**config.mk**
```make
export PLATFORM = sky130hd
export DESIGN_NAME = serial_latch_driver
export DESIGN_NICKNAME = d
export VERILOG_FILES = /design/src/rtl/sld_pkg.sv /design/src/rtl/sld_reset_sync.sv /design/src/rtl/sld_shift_chain.sv /design/src/rtl/sld_latch_bank.sv /design/src/rtl/sld_blank_gate.sv /design/src/rtl/serial_latch_driver.sv
export SDC_FILE = /design/constraint.sdc
export NUM_CORES = 1
export LEC_CHECK = 0
export CORE_MARGIN = 2
export CORE_UTILIZATION = 45
export CTS_CLUSTER_SIZE = 40
export DETAILED_ROUTE_END_ITERATION = 10
export GPL_TIMING_DRIVEN = 0
export MAX_ROUTING_LAYER = met4
export PLACE_DENSITY = 0.73
export SYNTH_ARGS = -nofsm -noshare
export SYNTH_HDL_FRONTEND = slang
export SYNTH_SLANG_ARGS = --single-unit
```
**constraint.sdc**
```tcl
create_clock -name clk -period 0.8 [get_ports clk]
set_clock_uncertainty 0.05 [all_clocks]
set_input_delay 0.16 -clock clk [delete_from_list [all_inputs] [get_ports clk]]
set_output_delay 0.16 -clock clk [all_outputs]
set_load 0.01 [all_outputs]
```
**src/rtl/sld_pkg.sv**
```systemverilog
package sld_pkg;
  localparam int unsigned SLD_DEFAULT_WIDTH = 10;
  localparam int unsigned SLD_SYNC_STAGES   = 2;
endpackage

```
**src/rtl/sld_reset_sync.sv**
```systemverilog
module sld_reset_sync #(
  parameter int unsigned STAGES = 2
) (
  input  logic clk,
  input  logic rst_n,
  output logic rst_sync_n
);
  logic [STAGES-1:0] sync_q;
  logic [STAGES-1:0] sync_d;

  always_comb begin
    sync_d = {sync_q[STAGES-2:0], 1'b1};
  end

  always_ff @(posedge clk or negedge rst_n) begin
    if (!rst_n) sync_q <= '0;
    else        sync_q <= sync_d;
  end

  assign rst_sync_n = sync_q[STAGES-1];
endmodule

```
**src/rtl/sld_shift_chain.sv**
```systemverilog
module sld_shift_chain #(
  parameter int unsigned WIDTH = 10
) (
  input  logic             clk,
  input  logic             rst_n,
  input  logic             shift_en,
  input  logic             ser_in,
  output logic [WIDTH-1:0] stage_q,
  output logic [WIDTH-1:0] stage_d
);
  always_comb begin
    if (shift_en) stage_d = {stage_q[WIDTH-2:0], ser_in};
    else          stage_d = stage_q;
  end

  always_ff @(posedge clk or negedge rst_n) begin
    if (!rst_n) stage_q <= '0;
    else        stage_q <= stage_d;
  end

  // each shift moves the chain one place and enters ser_in at stage 0
  p_shift_move_r2: assert property (@(posedge clk) disable iff (!rst_n)
    shift_en |=> (stage_q[0] == $past(ser_in)) &&
                 (stage_q[WIDTH-1:1] == $past(stage_q[WIDTH-2:0])));

  // without a shift pulse the chain holds
  p_shift_hold_r3: assert property (@(posedge clk) disable iff (!rst_n)
    !shift_en |=> $stable(stage_q));
endmodule

```
**src/rtl/sld_latch_bank.sv**
```systemverilog
module sld_latch_bank #(
  parameter int unsigned WIDTH = 10
) (
  input  logic             clk,
  input  logic             rst_n,
  input  logic             strobe,
  input  logic [WIDTH-1:0] load_val,
  output logic [WIDTH-1:0] latch_q
);
  logic [WIDTH-1:0] latch_d;

  always_comb begin
    if (strobe) latch_d = load_val;
    else        latch_d = latch_q;
  end

  always_ff @(posedge clk or negedge rst_n) begin
    if (!rst_n) latch_q <= '0;
    else        latch_q <= latch_d;
  end

  // latches hold while the transfer control is low
  p_latch_hold_r6: assert property (@(posedge clk) disable iff (!rst_n)
    !strobe |=> $stable(latch_q));
endmodule

```
**src/rtl/sld_blank_gate.sv**
```systemverilog
module sld_blank_gate #(
  parameter int unsigned WIDTH = 10
) (
  input  logic             blank,
  input  logic [WIDTH-1:0] latch_q,
  output logic [WIDTH-1:0] drv_out
);
  for (genvar k = 0; k < WIDTH; k++) begin : g_bit
    assign drv_out[k] = latch_q[k] & ~blank;
  end
endmodule

```
**src/rtl/serial_latch_driver.sv**
```systemverilog
module serial_latch_driver #(
  parameter int unsigned WIDTH       = sld_pkg::SLD_DEFAULT_WIDTH,
  parameter int unsigned SYNC_STAGES = sld_pkg::SLD_SYNC_STAGES
) (
  input  logic             clk,
  input  logic             rst_n,
  input  logic             shift_en,
  input  logic             ser_in,
  input  logic             strobe,
  input  logic             blank,
  output logic             ser_out,
  output logic [WIDTH-1:0] drv_out
);
  logic             rst_core_n;
  logic [WIDTH-1:0] stage_q;
  logic [WIDTH-1:0] stage_d;
  logic [WIDTH-1:0] latch_q;

  sld_reset_sync #(.STAGES(SYNC_STAGES)) u_rst (
    .clk        (clk),
    .rst_n      (rst_n),
    .rst_sync_n (rst_core_n)
  );

  sld_shift_chain #(.WIDTH(WIDTH)) u_chain (
    .clk      (clk),
    .rst_n    (rst_core_n),
    .shift_en (shift_en),
    .ser_in   (ser_in),
    .stage_q  (stage_q),
    .stage_d  (stage_d)
  );

  // next-state of the chain feeds the latches: transparent from outside
  sld_latch_bank #(.WIDTH(WIDTH)) u_latch (
    .clk      (clk),
    .rst_n    (rst_core_n),
    .strobe   (strobe),
    .load_val (stage_d),
    .latch_q  (latch_q)
  );

  sld_blank_gate #(.WIDTH(WIDTH)) u_gate (
    .blank   (blank),
    .latch_q (latch_q),
    .drv_out (drv_out)
  );

  assign ser_out = stage_q[WIDTH-1];

  // after a transfer edge the latches match the chain
  p_latch_follow_r5: assert property (@(posedge clk) disable iff (!rst_core_n)
    strobe |=> (latch_q == stage_q));

  // blanking darkens every output
  p_blank_off_r7: assert property (@(posedge clk) disable iff (!rst_core_n)
    blank |-> (drv_out == '0));

  // blanking with the latches closed leaves their contents alone
  p_blank_keep_r8: assert property (@(posedge clk) disable iff (!rst_core_n)
    (blank && !strobe) |=> (latch_q == $past(latch_q)));

  // cascade output carries what the next-to-last stage held
  p_cascade_r4: assert property (@(posedge clk) disable iff (!rst_core_n)
    shift_en |=> (ser_out == $past(stage_q[WIDTH-2])));

  // outputs are dark while reset is held
  p_reset_dark_r1: assert property (@(posedge clk)
    !rst_core_n |-> (drv_out == '0 && !ser_out));
endmodule

```
Word-level counts from Yosys, hierarchy flattened
Index checks and enable logic that the tools add are counted.
{ "word_totals": {"reg_bits": 22, "latch_bits": 0, "ramBits": 0, "romBits": 0, "input_bits": 6, "output_inout_bits": 11, "wordCells": 15, "n_memories": 0} }
{ "op_classes": {"add_sub_neg": 0, "n_mul": 0, "div_mod_pow": 0, "n_lt_le_gt_ge": 0, "eq_ne": 0, "n_shift": 0, "muxes": 1, "bitwise_logic": 11, "reduce_logical": 0} }
{ "op_table": {"columns": ["operator", "count"], "rows": [
  ["$and A1 B1 Y1", 10],
  ["$mux W10", 1],
  ["$not A1 Y1", 1]
]} }

Longest topological paths before layout
{ "logic_depth": {"word_depth": 2, "depth_mapped": 3, "ltp_nobuf": 2} }

Modules after synthesis
From an unflattened synthesis, not the netlist that was laid out.
{ "unflattened": {"cells_unflattened": 55, "hier_area_um2": 939.7} }
{ "by_module_without_submodules": {"columns": ["module", "n_inst", "cells_per_inst", "area_each_um2", "seq_area_each_um2"], "rows": [
  ["sld_latch_bank", 1, 21, 411.6, 250.2],
  ["sld_shift_chain", 1, 21, 411.6, 250.2],
  ["sld_blank_gate", 1, 10, 62.6, 0.0],
  ["sld_reset_sync", 1, 3, 53.8, 50.0]
]} }

Least setup slack after synthesis
Ideal clock, no wire load.
{ "synth_path": {"path_kind": "register to register", "startpoint": "reg u_chain.stage_q[9]", "endpoint": "reg u_latch.latch_q[9]", "setup_time_ns": 0.125, "arrival_ns": 0.911, "t_required_ns": 0.625, "path_slack_ns": -0.286, "stages_incl_launch_ff": 3, "path_buffers": 0, "period_less_slack_ns": 1.086, "path_cell_list": "dfrtp_1 > mux2_4 > mux2_4"} }
{ "synth_between": {"elab_chain_cells": 1} }
{ "synth_lines": {"columns": ["item", "line", "source"], "rows": [
  ["start, declared", "sld_shift_chain.sv:8", "output logic [WIDTH-1:0] stage_q,"],
  ["start signal, assigned", "sld_shift_chain.sv:18", "else stage_q <= stage_d;"],
  ["$mux W10", "sld_shift_chain.sv:12", "if (shift_en) stage_d = {stage_q[WIDTH-2:0], ser_in};"],
  ["via stage_d[9]", "serial_latch_driver.sv:16", "logic [WIDTH-1:0] stage_d;"],
  ["end signal, assigned", "sld_latch_bank.sv:19", "else latch_q <= latch_d;"],
  ["end, declared", "sld_latch_bank.sv:8", "output logic [WIDTH-1:0] latch_q"]
]} }
The timed path passes the listed nets, and every way through them passes these cells.
A chain may end at the register's enable or synchronous reset.

Worst setup path after layout
{ "layout_path": {"startpoint": "reg u_latch.latch_q[1]", "endpoint": "out drv_out[1]"} }
{ "layout_between": {"elab_chain_cells": 1} }
{ "layout_lines": {"columns": ["item", "line", "source"], "rows": [
  ["$and A1 B1 Y1", "sld_blank_gate.sv:9", "assign drv_out[k] = latch_q[k] & ~blank;"],
  ["end, declared", "serial_latch_driver.sv:12", "output logic [WIDTH-1:0] drv_out"]
]} }
Every way passes these cells.

==> flow_summary.ini <==
[timing]
hold_viol = 0
slew_viol_final = 0
setup_violations = 31
final.setup.worst_slack_ns = -0.405
setup_tns_ns = -7.60
max_freq_mhz = 830
min_period_over_period_pct = 151
rsz0062_at_grt = true
min_period_ns = 1.20

[final_layout]
instances_no_fill = 113
drive_gt1_share_pct = 59.3
fillers = 167
syn_to_final_growth_pct = 31.8
final_core_util_pct = 62.7
antennaDiodeCount = 0
final_nets = 93

[power_and_ir_drop]
powerDensity_mw_per_mm2 = 3100
p_sw_uw = 903
p_sw_share_pct = 23.7
internal_power_mw = 2.91
clockPowerShare_pct = 21.9
ir_drop_v = 0.00192
leakagePower_nw = 0.625
power_frac_seq_pct = 43.0
pwr-share-comb_pct = 35.1

[grt]
grt_pass1_wl_mm = 2.57
grt_pass1_vias = 567
track_usage_pct = 14.6
grt_overflow = 0
grt_antenna_before_repair = 0
grt_max_degree = 21

[routing]
drt_first_pass_iters = 2
dr_total_vias = 525
ant_nets = 0
drtIter0Drc = 2
wire_per_inst_um = 13.5
drcViolationCount = 0
wl_mm = 1.52
viasPerCell = 4.65

[logic_synthesis]
ys_seq_elements = 22
yosys.area_share.simple_pct = 6.70
synth_top_family_by_area = multiplexers
synthAdderAreaFrac_pct = 0
ys_seq_area_share_pct = 59.0
yosys_warnings = 0
synth_area_um2 = 933
netlist_instances = 55
ys_top_cells_by_area = dfrtp_1 (59%), mux2_4 (32%), nor2b_1 (6.7%)
syn_area_per_cell_um2 = 17.0
yosys.area.top_type = dfrtp_1
synth_cell_types = 6
synth_compound_area_share_pct = 0
synth_top_cell_area_share_pct = 59.0
synthMuxAreaShare_pct = 32.2
syn-num-nets = 61
synth-xor-area-share_pct = 0

[min_path]
hold_path_class = flip-flop to async pin

[clocking]
h-tree-depth = 1
cts_tree = built
cts_max_path_buffers = 2
clk-insertion-delay-late_ns = 0.31
cts-buffers-inserted = 3
path_clk_slew_ns = 0.12
root_buffer = clkbuf_4
cts.sinks = 22

[floorplanning]
initial_utilization_pct = 47.6
placementRows = 16
die_h_um = 49.5
die_w_um = 49.5
die_area_mm2 = 0.00245
io_pins = 17
core-area_mm2 = 0.00196

[outcome]
violations = negative setup slack
run_status = finished, violations left

[setup_path]
worstPathRequired_ns = 0.59
crit_arrival_ns = 0.99
critPathLaunchType = flip-flop
path_class = flip-flop to primary output
critPathMaxFanout = 2
cp-end-kind = primary output

[job]
drv_cap = 0

[place]
gp_congestion = 0.688
io_buffers = 14
dp_cells = 96
dp_hpwl_um = 929
Yosys cell counts:
master   number
buf_6         1
mux2_4       20
conb_1        1
nor2b_1      10
buf_2         1
dfrtp_1      22
layout by cell type (no fill, tap or decap):
cell / instances
mux2_4: 20
buf_6: 5
bufinv_16: 1
nor2b_1: 9
clkbuf_4: 3
dfrtp_2: 1
dfrtp_1: 21
buf_2: 11
buf_4: 9
clkdlybuf4s50_1: 2
dlygate4sd2_1: 1
dlygate4sd3_1: 1
conb_1: 1
nor2b_4: 1
worst paths after layout:
| path | to | cells after the start | from | slack [ns] |
|---|---|---|---|---|
| min | u_latch.latch_q[3] | 0 | u_rst.sync_q[1] | 0.15 |
| max | drv_out[1] | 2 | u_latch.latch_q[1] | -0.40 |
| max in group asynchronous | u_rst.sync_q[1] | 2 | rst_n | 0.08 |
| max reg2reg | u_latch.latch_q[2] | 2 | u_chain.stage_q[1] | -0.29 |
| min in group clk | u_chain.stage_q[1] | 2 | shift_en | 0.16 |
| min reg2reg | u_latch.latch_q[3] | 0 | u_rst.sync_q[1] | 0.15 |
final cells by class:
class	instances	area [um2]	area share, %
sequential	22	552	44.9
clock inverter	1	30.0	2.44
multi-input combinational	31	374	30.4
timing repair buffer	27	201	16.4
tap	27	33.8	2.75
buffer	2	16.3	1.32
clock buffer	3	22.5	1.83
registers in the layout, indices dropped and copies added (netlist names):
| name | flops |
|---|---|
| u_chain.stage_q | 10 |
| u_latch.latch_q | 10 |
| u_rst.sync_q | 2 |
cells by family (layout without fill, tap and decap cells):
logic type | Yosys count | in the layout
buffers and inverters | 2 | 33
other | 1 | 1
AND/OR/NAND/NOR | 10 | 10
flip-flops | 22 | 22
multiplexers | 20 | 20
power by group through the flow:
stage / Combinational (mW) / Clock [mW] / Sequential (mW)
after floorplan: 0.712 / 0 / 1.62
after global placement: 1.03 / 0 / 1.65
after detailed placement: 1.05 / 0 / 1.67
after CTS: 1.16 / 0.864 / 1.64
after global routing: 1.43 / 0.917 / 1.68
final: 1.34 / 0.836 / 1.64
per-layer routing:
| metal | GRT usage (%) | up-vias | share of wire, % |
|---|---|---|---|
| met5 | - | - | 0 |
| met4 | 6.94 | 0 | 2.2 |
| met3 | 5.76 | 5 | 5.8 |
| met2 | 22.9 | 14 | 46 |
| met1 | 16.4 | 262 | 46 |
| li1 | - | 244 | - |
worst max-delay path, stage by stage (launching register included):
cell and delay (ns):
dfrtp_1 0.40, nor2b_1 0.13, buf_2 0.15
through the flow:
stage               cell area (um2)  total power [mW]  worst slack, ns  hold slack, ns
CTS                            1180              3.67           -0.421           0.143
floorplan                       933              2.33           -0.286          -0.186
global route                   1230              4.03           -0.473           0.131
global placement               1110              2.68           -0.952           0.278
detailed placement             1110              2.72           -0.970           0.283
finish                         1230              3.81           -0.405           0.148
repair_timing:
item / in CTS / in global routing
hold endpoints to repair: 2 / 0
endpoints found under the setup margin: 51 / 31
buffers inserted: 7 / 7
hold buffers: 1 / 0
gates resized for setup: 49 / 4
(Power assumes the default switching activity.)
